==> src/rtl/phy_mgmt_pkg.sv <==
package phy_mgmt_pkg;
    localparam int FRAME_W   = 64;
    localparam int PRE_W     = 32;
    localparam int PORT_CNT  = 64;

    localparam logic [2:0] RA_ACCESS  = 3'd0;
    localparam logic [2:0] RA_DATA    = 3'd1;
    localparam logic [2:0] RA_MMD     = 3'd2;
    localparam logic [2:0] RA_MASK_LO = 3'd3;
    localparam logic [2:0] RA_MASK_HI = 3'd4;

    typedef enum logic [1:0] {
        SH_IDLE,
        SH_LOW,
        SH_HIGH
    } sh_state_t;

    typedef enum logic [3:0] {
        SQ_IDLE,
        SQ_DECODE,
        SQ_PAGE_GO,
        SQ_PAGE_WAIT,
        SQ_ADDR_GO,
        SQ_ADDR_WAIT,
        SQ_XFER_GO,
        SQ_XFER_WAIT
    } sq_state_t;

    // preamble, start, opcode, phy, register/device, turnaround, data
    function automatic logic [FRAME_W-1:0] build_frame(
        input logic [1:0]  st,
        input logic [1:0]  op,
        input logic [4:0]  phy,
        input logic [4:0]  regn,
        input logic [15:0] data
    );
        return {{PRE_W{1'b1}}, st, op, phy, regn, 2'b10, data};
    endfunction

    // {found, port index modulo 32} of the lowest set mask bit
    function automatic logic [5:0] lowest_port(input logic [PORT_CNT-1:0] m);
        logic [5:0] r;
        r = '0;
        for (int i = PORT_CNT - 1; i >= 0; i--) begin
            if (m[i]) r = {1'b1, 5'(i)};
        end
        return r;
    endfunction
endpackage

==> src/rtl/phy_mgmt_mdio.sv <==
module phy_mgmt_mdio
    import phy_mgmt_pkg::*;
#(
    parameter int DIV_HALF = 2
) (
    input  logic               clk,
    input  logic               rst_n,
    input  logic               go_i,
    input  logic [FRAME_W-1:0] frame_i,
    input  logic               rd_i,
    input  logic               mdio_i,
    output logic               mdc_o,
    output logic               mdio_o,
    output logic               mdio_oe_o,
    output logic               done_o,
    output logic [15:0]        rdata_o,
    output logic               ta_bad_o
);
    localparam int CNT_W = (DIV_HALF < 2) ? 1 : $clog2(DIV_HALF);
    localparam logic [CNT_W-1:0] CNT_LAST = CNT_W'(DIV_HALF - 1);
    localparam int IDX_W = $clog2(FRAME_W);
    localparam logic [IDX_W-1:0] BIT_LAST   = IDX_W'(FRAME_W - 1);
    localparam logic [IDX_W-1:0] BIT_REL    = IDX_W'(FRAME_W - 18);
    localparam logic [IDX_W-1:0] BIT_TA2    = IDX_W'(FRAME_W - 17);
    localparam logic [IDX_W-1:0] BIT_DATA0  = IDX_W'(FRAME_W - 16);

    sh_state_t           state, state_nx;
    logic [CNT_W-1:0]    div_cnt;
    logic [IDX_W-1:0]    bit_idx;
    logic [FRAME_W-1:0]  shreg;
    logic                rd_q;
    logic                half_end;

    assign half_end = (div_cnt == CNT_LAST);

    always_ff @(posedge clk or negedge rst_n) begin
        if (!rst_n) state <= SH_IDLE;
        else        state <= state_nx;
    end

    always_comb begin
        state_nx = state;
        unique case (state)
            SH_IDLE: if (go_i)     state_nx = SH_LOW;
            SH_LOW:  if (half_end) state_nx = SH_HIGH;
            SH_HIGH: if (half_end) state_nx = (bit_idx == BIT_LAST) ? SH_IDLE : SH_LOW;
            default: state_nx = SH_IDLE;
        endcase
    end

    always_ff @(posedge clk or negedge rst_n) begin
        if (!rst_n) begin
            div_cnt  <= '0;
            bit_idx  <= '0;
            shreg    <= '0;
            rd_q     <= 1'b0;
            rdata_o  <= '0;
            ta_bad_o <= 1'b0;
        end else begin
            unique case (state)
                SH_IDLE: begin
                    if (go_i) begin
                        shreg    <= frame_i;
                        rd_q     <= rd_i;
                        bit_idx  <= '0;
                        div_cnt  <= '0;
                        ta_bad_o <= 1'b0;
                        rdata_o  <= '0;
                    end
                end
                SH_LOW: begin
                    if (half_end) begin
                        div_cnt <= '0;
                        if (bit_idx == BIT_TA2)   ta_bad_o <= mdio_i;
                        if (bit_idx >= BIT_DATA0) rdata_o  <= {rdata_o[14:0], mdio_i};
                    end else begin
                        div_cnt <= div_cnt + 1'b1;
                    end
                end
                SH_HIGH: begin
                    if (half_end) begin
                        div_cnt <= '0;
                        if (bit_idx != BIT_LAST) begin
                            bit_idx <= bit_idx + 1'b1;
                            shreg   <= {shreg[FRAME_W-2:0], 1'b0};
                        end
                    end else begin
                        div_cnt <= div_cnt + 1'b1;
                    end
                end
                default: ;
            endcase
        end
    end

    always_comb begin
        mdc_o     = (state == SH_HIGH);
        mdio_o    = shreg[FRAME_W-1];
        mdio_oe_o = (state != SH_IDLE) && (!rd_q || (bit_idx < BIT_REL));
        done_o    = (state == SH_HIGH) && half_end && (bit_idx == BIT_LAST);
    end
endmodule

==> src/rtl/phy_mgmt_regs.sv <==
module phy_mgmt_regs
    import phy_mgmt_pkg::*;
#(
    parameter int DATA_W = 32
) (
    input  logic                clk,
    input  logic                rst_n,
    input  logic                host_wr,
    input  logic [2:0]          host_addr,
    input  logic [DATA_W-1:0]   host_wdata,
    output logic [DATA_W-1:0]   host_rdata,
    input  logic                busy_i,
    input  logic                fail_set_i,
    input  logic                rd_upd_i,
    input  logic [15:0]         rd_val_i,
    output logic                start_o,
    output logic                fail_o,
    output logic [27:2]         acc_o,
    output logic [15:0]         data_hi_o,
    output logic [DATA_W-1:0]   mmd_o,
    output logic [PORT_CNT-1:0] mask_o
);
    localparam int HALF = DATA_W / 2;

    logic [15:0] data_lo;
    logic        wr_ok;

    assign wr_ok   = host_wr && !busy_i;
    assign start_o = wr_ok && (host_addr == RA_ACCESS) && host_wdata[0];

    always_ff @(posedge clk or negedge rst_n) begin
        if (!rst_n) begin
            acc_o     <= '0;
            data_hi_o <= '0;
            data_lo   <= '0;
            mmd_o     <= '0;
            mask_o    <= '0;
            fail_o    <= 1'b0;
        end else begin
            if (wr_ok) begin
                unique case (host_addr)
                    RA_ACCESS:  acc_o     <= host_wdata[27:2];
                    RA_DATA:    data_hi_o <= host_wdata[DATA_W-1:HALF];
                    RA_MMD:     mmd_o     <= host_wdata;
                    RA_MASK_LO: mask_o[DATA_W-1:0]          <= host_wdata;
                    RA_MASK_HI: mask_o[PORT_CNT-1:DATA_W]   <= host_wdata;
                    default: ;
                endcase
            end
            if (rd_upd_i) data_lo <= rd_val_i;
            if (start_o)         fail_o <= 1'b0;
            else if (fail_set_i) fail_o <= 1'b1;
        end
    end

    always_comb begin
        unique case (host_addr)
            RA_ACCESS:  host_rdata = {4'b0, acc_o, fail_o, busy_i};
            RA_DATA:    host_rdata = {data_hi_o, data_lo};
            RA_MMD:     host_rdata = mmd_o;
            RA_MASK_LO: host_rdata = mask_o[DATA_W-1:0];
            RA_MASK_HI: host_rdata = mask_o[PORT_CNT-1:DATA_W];
            default:    host_rdata = '0;
        endcase
    end
endmodule

==> src/rtl/phy_mgmt_seq.sv <==
module phy_mgmt_seq
    import phy_mgmt_pkg::*;
#(
    parameter int PORT_LIMIT = 63,
    parameter int PAGE_LIMIT = 4095,
    parameter int DEV_LIMIT  = 31
) (
    input  logic                clk,
    input  logic                rst_n,
    input  logic                start_i,
    input  logic [27:2]         acc_i,
    input  logic [15:0]         data_hi_i,
    input  logic [31:0]         mmd_i,
    input  logic [PORT_CNT-1:0] mask_i,
    input  logic                sh_done_i,
    input  logic                sh_ta_bad_i,
    input  logic [15:0]         sh_rdata_i,
    output logic                busy_o,
    output logic                sh_go_o,
    output logic [FRAME_W-1:0]  sh_frame_o,
    output logic                sh_rd_o,
    output logic                fail_set_o,
    output logic                rd_upd_o,
    output logic [15:0]         rd_val_o
);
    localparam logic [4:0]  RAW_TAG  = 5'h1F;
    localparam logic [12:0] RAW_PAGE = 13'h1FFF;
    localparam logic [4:0]  PAGE_REG = 5'd31;

    sq_state_t   state, state_nx;
    logic        is_wr, is_mmd, raw, port_ok, page_ok, dev_ok, valid;
    logic [12:0] page;
    logic [4:0]  regn, dev, phy;
    logic [5:0]  sel;

    always_comb begin
        is_wr   = acc_i[3];
        is_mmd  = acc_i[2];
        regn    = acc_i[9:5];
        page    = acc_i[22:10];
        raw     = (acc_i[27:23] == RAW_TAG) && (page == RAW_PAGE);
        sel     = lowest_port(mask_i);
        phy     = is_wr ? sel[4:0] : data_hi_i[4:0];
        port_ok = is_wr ? sel[5] : (data_hi_i <= 16'(PORT_LIMIT));
        page_ok = raw || (page <= 13'(PAGE_LIMIT));
        dev_ok  = (mmd_i[31:16] <= 16'(DEV_LIMIT));
        dev     = mmd_i[20:16];
        valid   = port_ok && (is_mmd ? dev_ok : page_ok);
    end

    always_ff @(posedge clk or negedge rst_n) begin
        if (!rst_n) state <= SQ_IDLE;
        else        state <= state_nx;
    end

    always_comb begin
        state_nx = state;
        unique case (state)
            SQ_IDLE:      if (start_i) state_nx = SQ_DECODE;
            SQ_DECODE: begin
                if (!valid)      state_nx = SQ_IDLE;
                else if (is_mmd) state_nx = SQ_ADDR_GO;
                else if (raw)    state_nx = SQ_XFER_GO;
                else             state_nx = SQ_PAGE_GO;
            end
            SQ_PAGE_GO:   state_nx = SQ_PAGE_WAIT;
            SQ_PAGE_WAIT: if (sh_done_i) state_nx = SQ_XFER_GO;
            SQ_ADDR_GO:   state_nx = SQ_ADDR_WAIT;
            SQ_ADDR_WAIT: if (sh_done_i) state_nx = SQ_XFER_GO;
            SQ_XFER_GO:   state_nx = SQ_XFER_WAIT;
            SQ_XFER_WAIT: if (sh_done_i) state_nx = SQ_IDLE;
            default:      state_nx = SQ_IDLE;
        endcase
    end

    always_comb begin
        busy_o     = (state != SQ_IDLE);
        sh_go_o    = 1'b0;
        sh_rd_o    = 1'b0;
        sh_frame_o = '0;
        fail_set_o = 1'b0;
        rd_upd_o   = 1'b0;
        rd_val_o   = sh_rdata_i;
        unique case (state)
            SQ_DECODE: fail_set_o = !valid;
            SQ_PAGE_GO: begin
                sh_go_o    = 1'b1;
                sh_frame_o = build_frame(2'b01, 2'b01, phy, PAGE_REG, {3'b0, page});
            end
            SQ_ADDR_GO: begin
                sh_go_o    = 1'b1;
                sh_frame_o = build_frame(2'b00, 2'b00, phy, dev, mmd_i[15:0]);
            end
            SQ_XFER_GO: begin
                sh_go_o = 1'b1;
                sh_rd_o = !is_wr;
                if (is_mmd)
                    sh_frame_o = build_frame(2'b00, is_wr ? 2'b01 : 2'b11, phy, dev,
                                             is_wr ? data_hi_i : 16'h0);
                else
                    sh_frame_o = build_frame(2'b01, is_wr ? 2'b01 : 2'b10, phy, regn,
                                             is_wr ? data_hi_i : 16'h0);
            end
            SQ_XFER_WAIT: begin
                if (sh_done_i && !is_wr) begin
                    fail_set_o = sh_ta_bad_i;
                    rd_upd_o   = !sh_ta_bad_i;
                end
            end
            default: ;
        endcase
    end
endmodule

==> src/rtl/phy_mgmt_ctrl.sv <==
module phy_mgmt_ctrl
    import phy_mgmt_pkg::*;
#(
    parameter int DIV_HALF   = 2,
    parameter int PORT_LIMIT = 63,
    parameter int PAGE_LIMIT = 4095,
    parameter int DEV_LIMIT  = 31
) (
    input  logic        clk,
    input  logic        rst_n,
    input  logic        host_wr,
    input  logic [2:0]  host_addr,
    input  logic [31:0] host_wdata,
    output logic [31:0] host_rdata,
    output logic        mdc,
    output logic        mdio_o,
    output logic        mdio_oe,
    input  logic        mdio_i
);
    logic                busy, start, fail_q, fail_set, rd_upd;
    logic [15:0]         rd_val, data_hi, sh_rdata;
    logic [27:2]         acc;
    logic [31:0]         mmd;
    logic [PORT_CNT-1:0] mask;
    logic                sh_go, sh_rd, sh_done, sh_ta_bad;
    logic [FRAME_W-1:0]  sh_frame;

    phy_mgmt_regs #(.DATA_W(32)) u_regs (
        .clk        (clk),
        .rst_n      (rst_n),
        .host_wr    (host_wr),
        .host_addr  (host_addr),
        .host_wdata (host_wdata),
        .host_rdata (host_rdata),
        .busy_i     (busy),
        .fail_set_i (fail_set),
        .rd_upd_i   (rd_upd),
        .rd_val_i   (rd_val),
        .start_o    (start),
        .fail_o     (fail_q),
        .acc_o      (acc),
        .data_hi_o  (data_hi),
        .mmd_o      (mmd),
        .mask_o     (mask)
    );

    phy_mgmt_seq #(
        .PORT_LIMIT (PORT_LIMIT),
        .PAGE_LIMIT (PAGE_LIMIT),
        .DEV_LIMIT  (DEV_LIMIT)
    ) u_seq (
        .clk         (clk),
        .rst_n       (rst_n),
        .start_i     (start),
        .acc_i       (acc),
        .data_hi_i   (data_hi),
        .mmd_i       (mmd),
        .mask_i      (mask),
        .sh_done_i   (sh_done),
        .sh_ta_bad_i (sh_ta_bad),
        .sh_rdata_i  (sh_rdata),
        .busy_o      (busy),
        .sh_go_o     (sh_go),
        .sh_frame_o  (sh_frame),
        .sh_rd_o     (sh_rd),
        .fail_set_o  (fail_set),
        .rd_upd_o    (rd_upd),
        .rd_val_o    (rd_val)
    );

    phy_mgmt_mdio #(.DIV_HALF(DIV_HALF)) u_mdio (
        .clk       (clk),
        .rst_n     (rst_n),
        .go_i      (sh_go),
        .frame_i   (sh_frame),
        .rd_i      (sh_rd),
        .mdio_i    (mdio_i),
        .mdc_o     (mdc),
        .mdio_o    (mdio_o),
        .mdio_oe_o (mdio_oe),
        .done_o    (sh_done),
        .rdata_o   (sh_rdata),
        .ta_bad_o  (sh_ta_bad)
    );
endmodule

==> config.mk <==
export PLATFORM = sky130hd
export DESIGN_NAME = phy_mgmt_ctrl
export DESIGN_NICKNAME = d
export VERILOG_FILES = /design/src/rtl/phy_mgmt_pkg.sv /design/src/rtl/phy_mgmt_mdio.sv /design/src/rtl/phy_mgmt_regs.sv /design/src/rtl/phy_mgmt_seq.sv /design/src/rtl/phy_mgmt_ctrl.sv
export SDC_FILE = /design/constraint.sdc
export NUM_CORES = 1
export LEC_CHECK = 0
export BUFFER_PORTS_ARGS = -buffer_cell sky130_fd_sc_hd__buf_2
export CORE_AREA = 8 8 190 192
export DETAILED_ROUTE_END_ITERATION = 12
export DIE_AREA = 0 0 198 200
export SETUP_SLACK_MARGIN = 0.05
export SLEW_MARGIN = 20
export SYNTH_ARGS = -nofsm -noshare
export SYNTH_HDL_FRONTEND = slang
export SYNTH_SLANG_ARGS = --single-unit
==> constraint.sdc <==
create_clock -name clk -period 2.15 [get_ports clk]
set_input_delay 0.215 -clock clk [delete_from_list [all_inputs] [get_ports clk]]
set_output_delay 0.215 -clock clk [all_outputs]
set_load 0.01 [all_outputs]
## Word level (Yosys, flattened, before mapping)

Index checks and enable logic that the tools add are counted.

| word-level totals | value |
|---|---|
| bits in registers | 250 |
| bits of input ports | 39 |
| output and inout port bits | 35 |

| operators by class | value |
|---|---|
| $lt $le $gt $ge | 5 |
| multiplexer cells | 111 |
| eq/ne operators | 27 |
| reductions and logical operators | 40 |
| add/sub/neg operators | 2 |

Operators by type and width:

| operator | number |
|---|---|
| 2-to-1 mux 6 bit | 67 |
| 2-to-1 mux 64 bit | 3 |
| one-hot mux 64 bit (3 select lines) | 1 |
| one-hot mux 32 bit (5 select lines) | 1 |
| one-hot mux 64 bit (2 select lines) | 1 |
| 2-to-1 mux 16 bit | 4 |
| one-hot mux 16 bit (2 select lines) | 1 |
| 2-to-1 mux 31 bit | 1 |
| one-hot mux 4 bit (7 select lines) | 1 |
| 2-to-1 mux 4 bit | 5 |
| equality test 4 x 3 -> 1 bit (second input constant) | 4 |
| less-or-equal comparator 16 x 5 -> 1 bit (second input constant) | 1 |
| less-or-equal comparator 16 x 6 -> 1 bit (second input constant) | 1 |
| 2-to-1 mux 1 bit | 14 |
| inequality test 2 x 1 -> 1 bit (second input constant) | 7 |
| AND reduction 2 bit | 7 |
| equality test 13 bit (second input constant) | 1 |
| less-or-equal comparator 13 x 12 -> 1 bit (second input constant) | 1 |
| equality test 6 bit (second input constant) | 2 |
| one-hot mux 6 bit (2 select lines) | 1 |
| AND reduction 4 bit | 3 |
| 2-to-1 mux 2 bit | 5 |
| nonzero test 2 bit | 5 |
| logical AND 1 bit | 9 |
| 27 further kinds | 39 |

## Logic depth before layout (Yosys ltp)

Gate-level depths: netlist of the first run.

| logic depth | value |
|---|---|
| depth after elaboration | 70 |
| gate-level depth with buffers | 9 |

## Hierarchy

Synthesis of the first run repeated with hierarchy kept, for this count alone.

| second synthesis, totals | value |
|---|---|
| cell total of the unflattened synthesis | 1358 |
| area, all modules | 14242.4 µm² |

By module, submodules not included:

| module | instances | area each (µm²) | cells an instance |
|---|---|---|---|
| phy_mgmt_regs | 1 | 7076.8 | 486 |
| phy_mgmt_mdio | 1 | 5175.0 | 560 |
| phy_mgmt_seq | 1 | 1990.7 | 312 |

## Worst setup path after synthesis of the first run

No wires, ideal clock.

| path | value |
|---|---|
| path kind | register to register |
| start | reg u_mdio.state[0] |
| end | reg u_regs.data_lo[10] |
| setup time | 0.125 ns |
| setup slack | 0.055 ns |
| required time | 2.025 ns |
| stages on the path, launching flop included | 9 |
| buffers on the path | 1 |
| data arrival time | 1.970 ns |
| period minus slack after synthesis | 2.095 ns |
| cell sequence | dfrtp_1 inv_1 ha_1 nand2_1 nor3_4 nand2_1 nor3_4 buf_6 mux2_2 |

| between the ends | value |
|---|---|
| word-level cells in the longest chain between the ends | 6 |

RTL lines:

| element | line | source |
|---|---|---|
| start, declared | phy_mgmt_mdio.sv:27 | `sh_state_t state, state_nx;` |
| start signal, assigned | phy_mgmt_mdio.sv:38 | `else state <= state_nx;` |
| equality test 2 bit | -- |  |
| via mdc | phy_mgmt_ctrl.sv:15 | `output logic mdc,` |
| logical AND 1 bit (2 in a row) | phy_mgmt_mdio.sv:100 | `done_o = (state == SH_HIGH) && half_end && (bit_idx == BIT_LAST);` |
| logical AND 1 bit | phy_mgmt_seq.sv:105 | `if (sh_done_i && !is_wr) begin` |
| 2-to-1 mux 1 bit | phy_mgmt_seq.sv:105 |  |
| 2-to-1 mux 1 bit | phy_mgmt_seq.sv:84 | `unique case (state)` |
| end signal, assigned | phy_mgmt_regs.sv:50 | `if (rd_upd_i) data_lo <= rd_val_i;` |
| end, declared | phy_mgmt_regs.sv:25 | `logic [15:0] data_lo;` |

The timed path passes the listed nets, and every way through them passes these cells.
A chain may end at the register's enable or synchronous reset.

## Final worst setup path of the first run

| path | value |
|---|---|
| start | reg u_regs.mask_o[19] |
| end | out host_rdata[19] |

| between the ends | value |
|---|---|
| word-level cells in the longest chain between the ends | 1 |

RTL lines:

| element | line | source |
|---|---|---|
| start, declared | phy_mgmt_regs.sv:21 | `output logic [PORT_CNT-1:0] mask_o` |
| start signal, assigned by index | phy_mgmt_regs.sv:45 | `RA_MASK_LO: mask_o[DATA_W-1:0] <= host_wdata;` |
| start signal, assigned by index | phy_mgmt_regs.sv:46 | `RA_MASK_HI: mask_o[PORT_CNT-1:DATA_W] <= host_wdata;` |
| one-hot mux 32 bit (5 select lines) | phy_mgmt_regs.sv:57 | `unique case (host_addr)` |
| end, declared | phy_mgmt_ctrl.sv:14 | `output logic [31:0] host_rdata,` |

Every way passes these cells.

==> out/results.txt, run 1 <==
Remaining DRCs = 0
Worst path slowest cell = dfrtp_1
Worst-Skew Late Latency = 0.58 ns
Share of the yosys chip area belonging to registers = 50.53%
Main synth FF type = dfrtp_1
Htree depth = 1
Total CTS buffers = 29
Area taken by multi-input logic gates = 5807 sq um
IO buf count = 73
Pre-CTS WS = 0.007040 ns
Detailed Routing Iterations Pass 1 = 5
Initial drt markers = 875
Avg WL per Cell = 21.64 um
Fin crit share = 95.84%
Path category of the worst min-delay check = in -> async
R2R Path Start = u_regs.acc_o[10]
Fmax = 485.3 MHz
Pwr Density = 1094 nW/um^2
Asr flop ratio synth = 100.0%
Drt via density = 5.564
Syn_nets = 1217
Warning count from the yosys run = 0
First-pass GRT wire length = 59350 um
Post-synthesis mux area share = 16.96%
Synth Register Bits = 249
Complex-gate fraction of the synthesized area = 16.93%
XOR/XNOR Fraction of Synth Area = 0.07103%
Min Clock Period, post-route = 2.060 ns
Die W = 198 um
Initial antenna violation count = 0
Clock Path Buffers = 3
Sink Count = 249
Worst Skew = 0.03623 ns
Die Area = 39600 sq um
Cell Area, Synth = 12330 sq um
Final net count = 1366
Slew Limit Headroom = 58.37%
Unique masters post-synth = 67
Syn_area_per_cell = 10.51 sq um
Max VDD drop = 0.6416 mV
Reg area = 6231 sq um
Setup TNS = 0 ns
Tot GR Track Use = 19.42%
Worst Path Required = 1.93 ns
Reg2reg setup slack = 0.11 ns
Register-to-Register Path Depth = 6
Delay of the slowest critical-path stage = 0.39 ns
Core Rows = 67
Starting density of the core = 37.24%
Share of cells above drive strength 1 = 29.74%
GPL Wtd Cong = 0.9710
Die Y = 200 um
Endpoints failing hold = 0
Largest family of logic cells by synthesized area = multiplexers
Worst path arrival time = 1.85 ns
Crit path max fanout = 4
Critical path startpoint category = flip-flop
Number of flops mapped to enable cells by yosys = 0
Detailed-route via count = 9976
Total wire length = 38800 um
CP endpoint kind = primary output
P&R area growth vs syn = 23.03%
Vias in the first global route = 9746
Pleak = 0.006465 uW
Post-Synth Simple-Gate Area = 11.83%
Final setup fails = 0
Clk root buf = clkbuf_16
Top cells by area, synth = dfrtp_1, mux2_2, nand2_1, o21ai_0, a21oi_1
Adder-Cell Fraction of Synth Area = 0.5074%
Kind of critical path = reg -> out
Post-synth top area share = 50.53%
Status = finished, final reports clean
MaxCap Viol Count = 0
R2r endpoint = u_seq.state[1]
Post-DP HPWL = 28060 um
Routed Antenna Nets = 0
CTS tree = done
Core area = 33110 sq um
Largest area contributor in the netlist = dfrtp_1
Gate Count Post-Synth = 1173
Largest net degree at the start of global routing = 78
# fillers = 3114
Setup WS post-layout = 0.08953 ns
Crit-path cells = buf_6 > mux2i_1 > o21ai_1 > a221o_1 > buf_2
Grt ovf = 0
ANT cells = 0
RSZ-0062 raised after global routing = true
Clk slew on worst S/H paths = 0.07 ns
Max Transition Viols Final = 0
Worst Tran Pin Value = 0.6166 ns
Worst hold margin = 0.1418 ns
I/O pin count = 74
## through the flow
stage	std cells	power (uW)	util [%]	cell area [sq um]
finish	1793	16600	45.82	15170
global route	1793	17470	45.82	15170
CTS	1788	16560	45.52	15070
detailed placement	1699	11280	41.38	13700
global placement	1699	11180	41.38	13700
floorplan	1173	9283	-	12330
## area by class of cell
| cell class | count | area share, % |
|---|---|---|
| Tap cell | 448 | 3.695 |
| Multi-Input combinational cell | 832 | 38.28 |
| Clock buffer | 35 | 5.130 |
| Timing Repair Buffer | 193 | 9.847 |
| Sequential cell | 249 | 41.07 |
| Clock inverter | 19 | 1.559 |
| Inverter | 17 | 0.4206 |
## routing by layer
metal	wire length (um)	vias to the layer above	GRT usage, %
li1	-	4607	-
met2	17940	329	31.31
met1	17050	4971	26.12
met5	0	-	0
met3	2440	69	3.202
met4	1375	0	7.135
## registers in the layout, summed over array words and instances (netlist names)
register	flops
u_mdio.rd_q	1
u_regs.acc_o	26
u_regs.mmd_o	32
u_regs.data_hi_o	16
u_mdio.bit_idx	6
u_mdio.div_cnt	1
u_mdio.shreg	64
u_mdio.rdata_o	16
u_mdio.state	2
u_regs.fail_o	1
u_regs.mask_o	64
u_seq.state	3
u_mdio.ta_bad_o	1
u_regs.data_lo	16
## cell usage after synthesis (3+ instances only)
cell,instances
o21a_1,5
nor3b_1,3
inv_1,17
o21bai_1,5
nor4_1,26
ha_1,5
nand2b_1,8
o21ai_1,3
a22o_1,12
nor2b_1,8
a221oi_1,4
o21ai_0,115
o221ai_1,5
o31ai_1,6
a21oi_1,86
a211oi_1,4
nor3_1,15
nand4_1,8
o211ai_1,4
nand3_1,10
dfrtp_1,249
buf_1,11
a21o_1,4
and3_1,6
nand2_1,159
nor2_1,44
mux2i_1,30
mux2_2,158
clkbuf_1,41
a31oi_1,12
a221o_1,27
a22oi_1,16
buf_2,21
## layout by cell type (no fill, tap or decap), types with 10 or more instances in the layout
cell type,synthesis,layout
nand2_1,159,159
nand3_1,10,10
clkbuf_16,0,29
buf_2,21,72
inv_1,17,17
nor2_1,44,44
a22oi_1,16,16
buf_12,0,10
mux2i_1,30,29
a22o_1,12,12
buf_4,0,74
o21ai_0,115,111
nor4_1,26,22
nor3_1,15,13
a31oi_1,12,12
a21oi_1,86,85
dlygate4sd3_1,0,34
dfrtp_1,249,249
a221o_1,27,27
mux2_2,158,158
## where the power goes
group	internal, uW	switching [uW]	leakage (uW)	total (uW)
registers	5660	1180	0.00317	6840
clock network	3090	2070	0.000482	5160
logic	2030	2560	0.00281	4600
total	10800	5810	0.00647	16600
## worst max-delay path: cells and delay by family, from the launching register on
kind,cells,cell delay (ns)
buffers and inverters,2,0.30
AO/OA/AOI/OAI,2,0.45
multiplexers,1,0.13
flip-flops,1,0.39
## worst max path at each step
stage	from	to
after floorplan	u_mdio.state[0]	u_regs.data_lo[10]
after global placement	u_regs.acc_o[10]	u_seq.state[1]
after detailed placement	u_regs.acc_o[10]	u_seq.state[1]
after CTS	u_regs.mask_o[18]	host_rdata[18]
after global routing	u_mdio.state[0]	u_regs.data_lo[5]
final	u_regs.mask_o[19]	host_rdata[19]
## cell families (layout without fill, tap and decap cells)
family	after synthesis	after routing
simple gates	305	305
fa+ha+maj	5	5
mux	189	189
compound gates	331	332
xor+xnor	1	1
buf+inv	93	264
flops	249	249
## repair_timing
| item | CTS | global route |
|---|---|---|
| hold buffers | 34 | 0 |
| resized for setup | 3 | 15 |
| pin swaps | 1 | 5 |
| endpoints found under the hold margin | 373 | 0 |
| cloned | 0 | 1 |
| setup buffers | 1 | 4 |
| endpoints found under the setup margin | 3 | 37 |
No activity file was read; power rests on OpenSTA's default activity.
==> run 2: changes to the inputs <==
--- a/config.mk
+++ b/config.mk
@@ -5,10 +5,11 @@
 export SDC_FILE = /design/constraint.sdc
 export NUM_CORES = 1
 export LEC_CHECK = 0
+export ABC_AREA = 1
 export BUFFER_PORTS_ARGS = -buffer_cell sky130_fd_sc_hd__buf_2
-export CORE_AREA = 8 8 190 192
+export CORE_AREA = 2 2 183 185
 export DETAILED_ROUTE_END_ITERATION = 12
-export DIE_AREA = 0 0 198 200
+export DIE_AREA = 0 0 185 187
 export SETUP_SLACK_MARGIN = 0.05
 export SLEW_MARGIN = 20
 export SYNTH_ARGS = -nofsm -noshare
==> run 2 against run 1 <==
  * The flow now finishes with violations (negative setup slack)
  * First-iteration DRC count is 16% higher
  * Area after synthesis is 0.89% lower
  * Flip-flop and latch count stayed put
  * Global-route usage is 2.2 points higher
==> out/results.txt, run 2 <==
Placed cells = 2038 (was 1699)
Sink Count = 249 (unchanged)
Cell with the most instances after synthesis = nand2_1 (was dfrtp_1)
Critical path depth in cells = 67 (was 5)
Min Clock Period, post-route = 3.915 ns (was 2.060 ns)
CP delay by family, top = simple AND/OR/NAND/NOR gates (was compound AO/OA/AOI/OAI gates)
Post-synth top area share = 50.99% (was 50.53%)
Core Rows = 67 (unchanged)
Total wire length = 37060 um (was 38800 um)
Critical path startpoint category = flip-flop (unchanged)
Gate Count Post-Synth = 1484 (was 1173)
Fmax = 255.4 MHz (was 485.3 MHz)
IO buf count = 73 (unchanged)
Largest area contributor in the netlist = dfrtp_1 (unchanged)
Grt peak-use layer = met1 (was met2)
CP endpoint kind = flip-flop (was primary output)
Finished Cell Area = 15470 sq um (was 15170 sq um)
Max Transition Viols Final = 0 (unchanged)
Kind of critical path = reg -> reg (was reg -> out)
Internal power = 8251 uW (was 10780 uW)
Warning count from the yosys run = 0 (unchanged)
Hold wc startpoint = host_wdata[22]
P&R area growth vs syn = 26.63% (was 23.03%)
Most common cell after layout, fill and taps aside = nand2_1 (was dfrtp_1)
Most used cell, CP = nand2_1
Pleak = 0.006885 uW (was 0.006465 uW)
Failing checks = negative setup slack
Hold Crit Depth = 3
Placed inst area = 13900 sq um (was 13700 sq um)
I/O pin count = 74 (unchanged)
Worst Skew = 0.02015 ns (was 0.03623 ns)
Buffers & Inverters on Critical Path = 1 (was 2)
Worst path slowest cell = dfrtp_1 (unchanged)
Slew Limit Headroom = 66.67% (was 58.37%)
Met2 Usage GRT = 32.66% (was 31.31%)
Net Sw Power = 2360 uW (was 5812 uW)
Routed Antenna Nets = 0 (unchanged)
Max VDD drop = 0.7528 mV (was 0.6416 mV)
Largest net degree at the start of global routing = 70 (was 78)
Crit path max fanout = 2 (was 4)
Detailed Routing Iterations Pass 1 = 5 (unchanged)
Total CTS buffers = 29 (unchanged)
Worst-Skew Late Latency = 0.56 ns (was 0.58 ns)
First-pass GRT wire length = 58530 um (was 59350 um)
Worst path arrival time = 4.40 ns (was 1.85 ns)
Top cells by area, synth = dfrtp_1, nand2_1, o21ai_1, o21ai_0, inv_1 (was dfrtp_1, mux2_2, nand2_1, o21ai_0, a21oi_1)
Main synth FF type = dfrtp_1 (unchanged)
ANT cells = 0 (unchanged)
Detailed-route via count = 10990 (was 9976)
Non-filler instance count after layout = 2128 (was 1793)
Syn_area_per_cell = 8.235 sq um (was 10.51 sq um)
Number of flops mapped to enable cells by yosys = 0 (unchanged)
Final Util = 47.09% (was 45.82%)
Grt met1 use = 32.98% (was 26.12%)
Setup WS post-layout = -1.765 ns (was 0.08953 ns)
Cell Area, Synth = 12220 sq um (was 12330 sq um)
Worst Path Required = 2.64 ns (was 1.93 ns)
Delay of the slowest critical-path stage = 0.38 ns (was 0.39 ns)
Tot GR Track Use = 21.59% (was 19.42%)
CTS tree = done (unchanged)
R2R Path Start = u_regs.mask_o[62] (was u_regs.acc_o[10])
# fillers = 3164 (was 3114)
Path category of the worst min-delay check = in -> reg (was in -> async)
Synth Register Bits = 249 (unchanged)
Htree depth = 1 (unchanged)
Core area = 32860 sq um (was 33110 sq um)
Die Y = 187 um (was 200 um)
Fin crit share = 182.1% (was 95.84%)
Pwr Density = 685.7 nW/um^2 (was 1094 nW/um^2)
Pre-CTS WS = -1.839 ns (was 0.007040 ns)
Worst Tran Pin Value = 0.4969 ns (was 0.6166 ns)
Initial drt markers = 1019 (was 875)
Final net count = 1703 (was 1366)
Most frequent cells after synthesis = nand2_1, dfrtp_1, o21ai_1, o21ai_0, inv_1 (was dfrtp_1, nand2_1, mux2_2, o21ai_0, a21oi_1)
Asr flop ratio synth = 100.0% (unchanged)
Share of cells above drive strength 1 = 19.40% (was 29.74%)
Vias in the first global route = 10290 (was 9746)
RSZ-0062 raised after global routing = true (unchanged)
Die W = 185 um (was 198 um)
Avg WL per Cell = 17.41 um (was 21.64 um)
Final setup fails = 7 (was 0)
Syn_nets = 1528 (was 1217)
Post-DP HPWL = 26400 um (was 28060 um)
Sequential share of power = 44.2% (was 41.2%)
Critical Path Start = u_regs.mask_o[62] (was u_regs.mask_o[19])
Register-to-Register Path Depth = 67 (was 6)
Clock Path Buffers = 3 (unchanged)
Most frequent cells in the layout = nand2_1, dfrtp_1, o21ai_1 (was dfrtp_1, nand2_1, mux2_2)
Combinational power share = 5.3% (was 27.7%)
GPL Wtd Cong = 0.8930 (was 0.9710)
Unique masters post-synth = 40 (was 67)
Clock network power share = 50.6% (was 31.1%)
Initial antenna violation count = 0 (unchanged)
Grt ovf = 0 (unchanged)
Biggest regs = u_mdio.shreg (64), u_regs.mask_o (64), u_regs.mmd_o (32) (unchanged)
Clk slew on worst S/H paths = 0.06 ns (was 0.07 ns)
Die Area = 34600 sq um (was 39600 sq um)
Clk root buf = clkbuf_16 (unchanged)
Remaining DRCs = 0 (unchanged)
M3 GR Usage = 2.473% (was 3.202%)
Starting density of the core = 37.19% (was 37.24%)
Share of the yosys chip area belonging to registers = 50.99% (was 50.53%)
Drt via density = 5.165 (was 5.564)
Final Total Pwr = 10610 uW (was 16600 uW)
Endpoints failing hold = 0 (unchanged)
Net Sw Frac = 22.24% (was 35.02%)
MaxCap Viol Count = 0 (unchanged)
Status = complete, but fails checks (was finished, final reports clean)
==> run 2: changes by cell type after synthesis, moves of 30 or more <==
| cell | previous run | this run |
|---|---|---|
| clkbuf_1 | 41 | 72 |
| inv_1 | 17 | 116 |
| inv_2 | 0 | 37 |
| mux2_2 | 158 | 0 |
| mux2i_1 | 30 | 0 |
| nand2_1 | 159 | 347 |
| nor2_1 | 44 | 94 |
| o21ai_1 | 3 | 144 |
| o22ai_1 | 1 | 49 |
==> run 2: cell type report <==
type	count	area (sq um)	area share [%]
Sequential cell	249	6231	40.27
Multi-Input combinational cell	972	4915	31.76
Timing Repair Buffer	226	1823	11.78
Inverter	181	912.1	5.894
Clock buffer	41	820.8	5.304
Tap cell	448	560.5	3.622
Clock inverter	11	212.7	1.375
==> run 2: metrics by stage <==
step                      hold WS [ns]  TNS (ns)
after floorplan               -0.08059    -1.411
after global placement          0.1938    -3.448
after detailed placement        0.1968    -3.710
after CTS                     0.007871    -4.684
after global routing           0.02959    -6.027
final                          0.01877    -3.707
==> run 2: what timing repair did <==
| action | 4_1_cts | 5_1_grt |
|---|---|---|
| hold buffers | 33 | 0 |
| setup endpoints to repair | 14 | 43 |
| gates cloned | 1 | 0 |
| pin swaps | 5 | 3 |
| gates resized for setup | 12 | 18 |
| buffers inserted | 2 | 2 |
| hold endpoints to repair | 173 | 0 |
==> run 2: worst min-delay path: cells and delay by family <==
| family | cells | cell delay [ns] |
|---|---|---|
| and+or+nand+nor | 1 | 0.08 |
| buffers and inverters | 1 | 0.16 |
| AOI/OAI and AO/OA | 1 | 0.06 |
==> run 2: cells by family (layout without fill, tap and decap cells) <==
kind of cell | count (synthesis) | in the layout | share of synthesized area [%]
buffers and inverters | 263 | 459 | 10.35
adder cells (fa/ha/maj) | 5 | 5 | 0.5119
AO/OA/AOI/OAI | 455 | 455 | 20.96
AND/OR/NAND/NOR | 501 | 501 | 16.18
flip-flops | 249 | 249 | 50.99
multiplexers | 11 | 11 | 1.014
==> run 2: layer usage <==
metal,vias to the layer above,share of wire (%)
li1,5319,-
met1,5246,47
met2,377,45
met3,49,6.2
met4,0,2.3
met5,-,0
==> run 2: path summary, 6_finish.rpt <==
path | end | slack (ns)
setup / recovery | u_mdio.shreg[23] | -1.77
hold / removal | u_regs.acc_o[22] | 0.02
setup reg to reg | u_mdio.shreg[23] | -1.77
hold reg to reg | u_mdio.shreg[0] | 0.49
max in group asynchronous | u_mdio.shreg[31] | 1.17
min in group asynchronous | u_mdio.ta_bad_o | 0.22
==> run 2: power groups by stage <==
| stage | combinational (uW) | sequential (uW) | clock, uW |
|---|---|---|---|
| floorplan | 149 | 4770 | 0 |
| global route | 606 | 4680 | 5650 |
| finish | 558 | 4690 | 5370 |
| CTS | 556 | 4690 | 5460 |
| detailed placement | 504 | 4770 | 0 |
| global placement | 501 | 4770 | 0 |
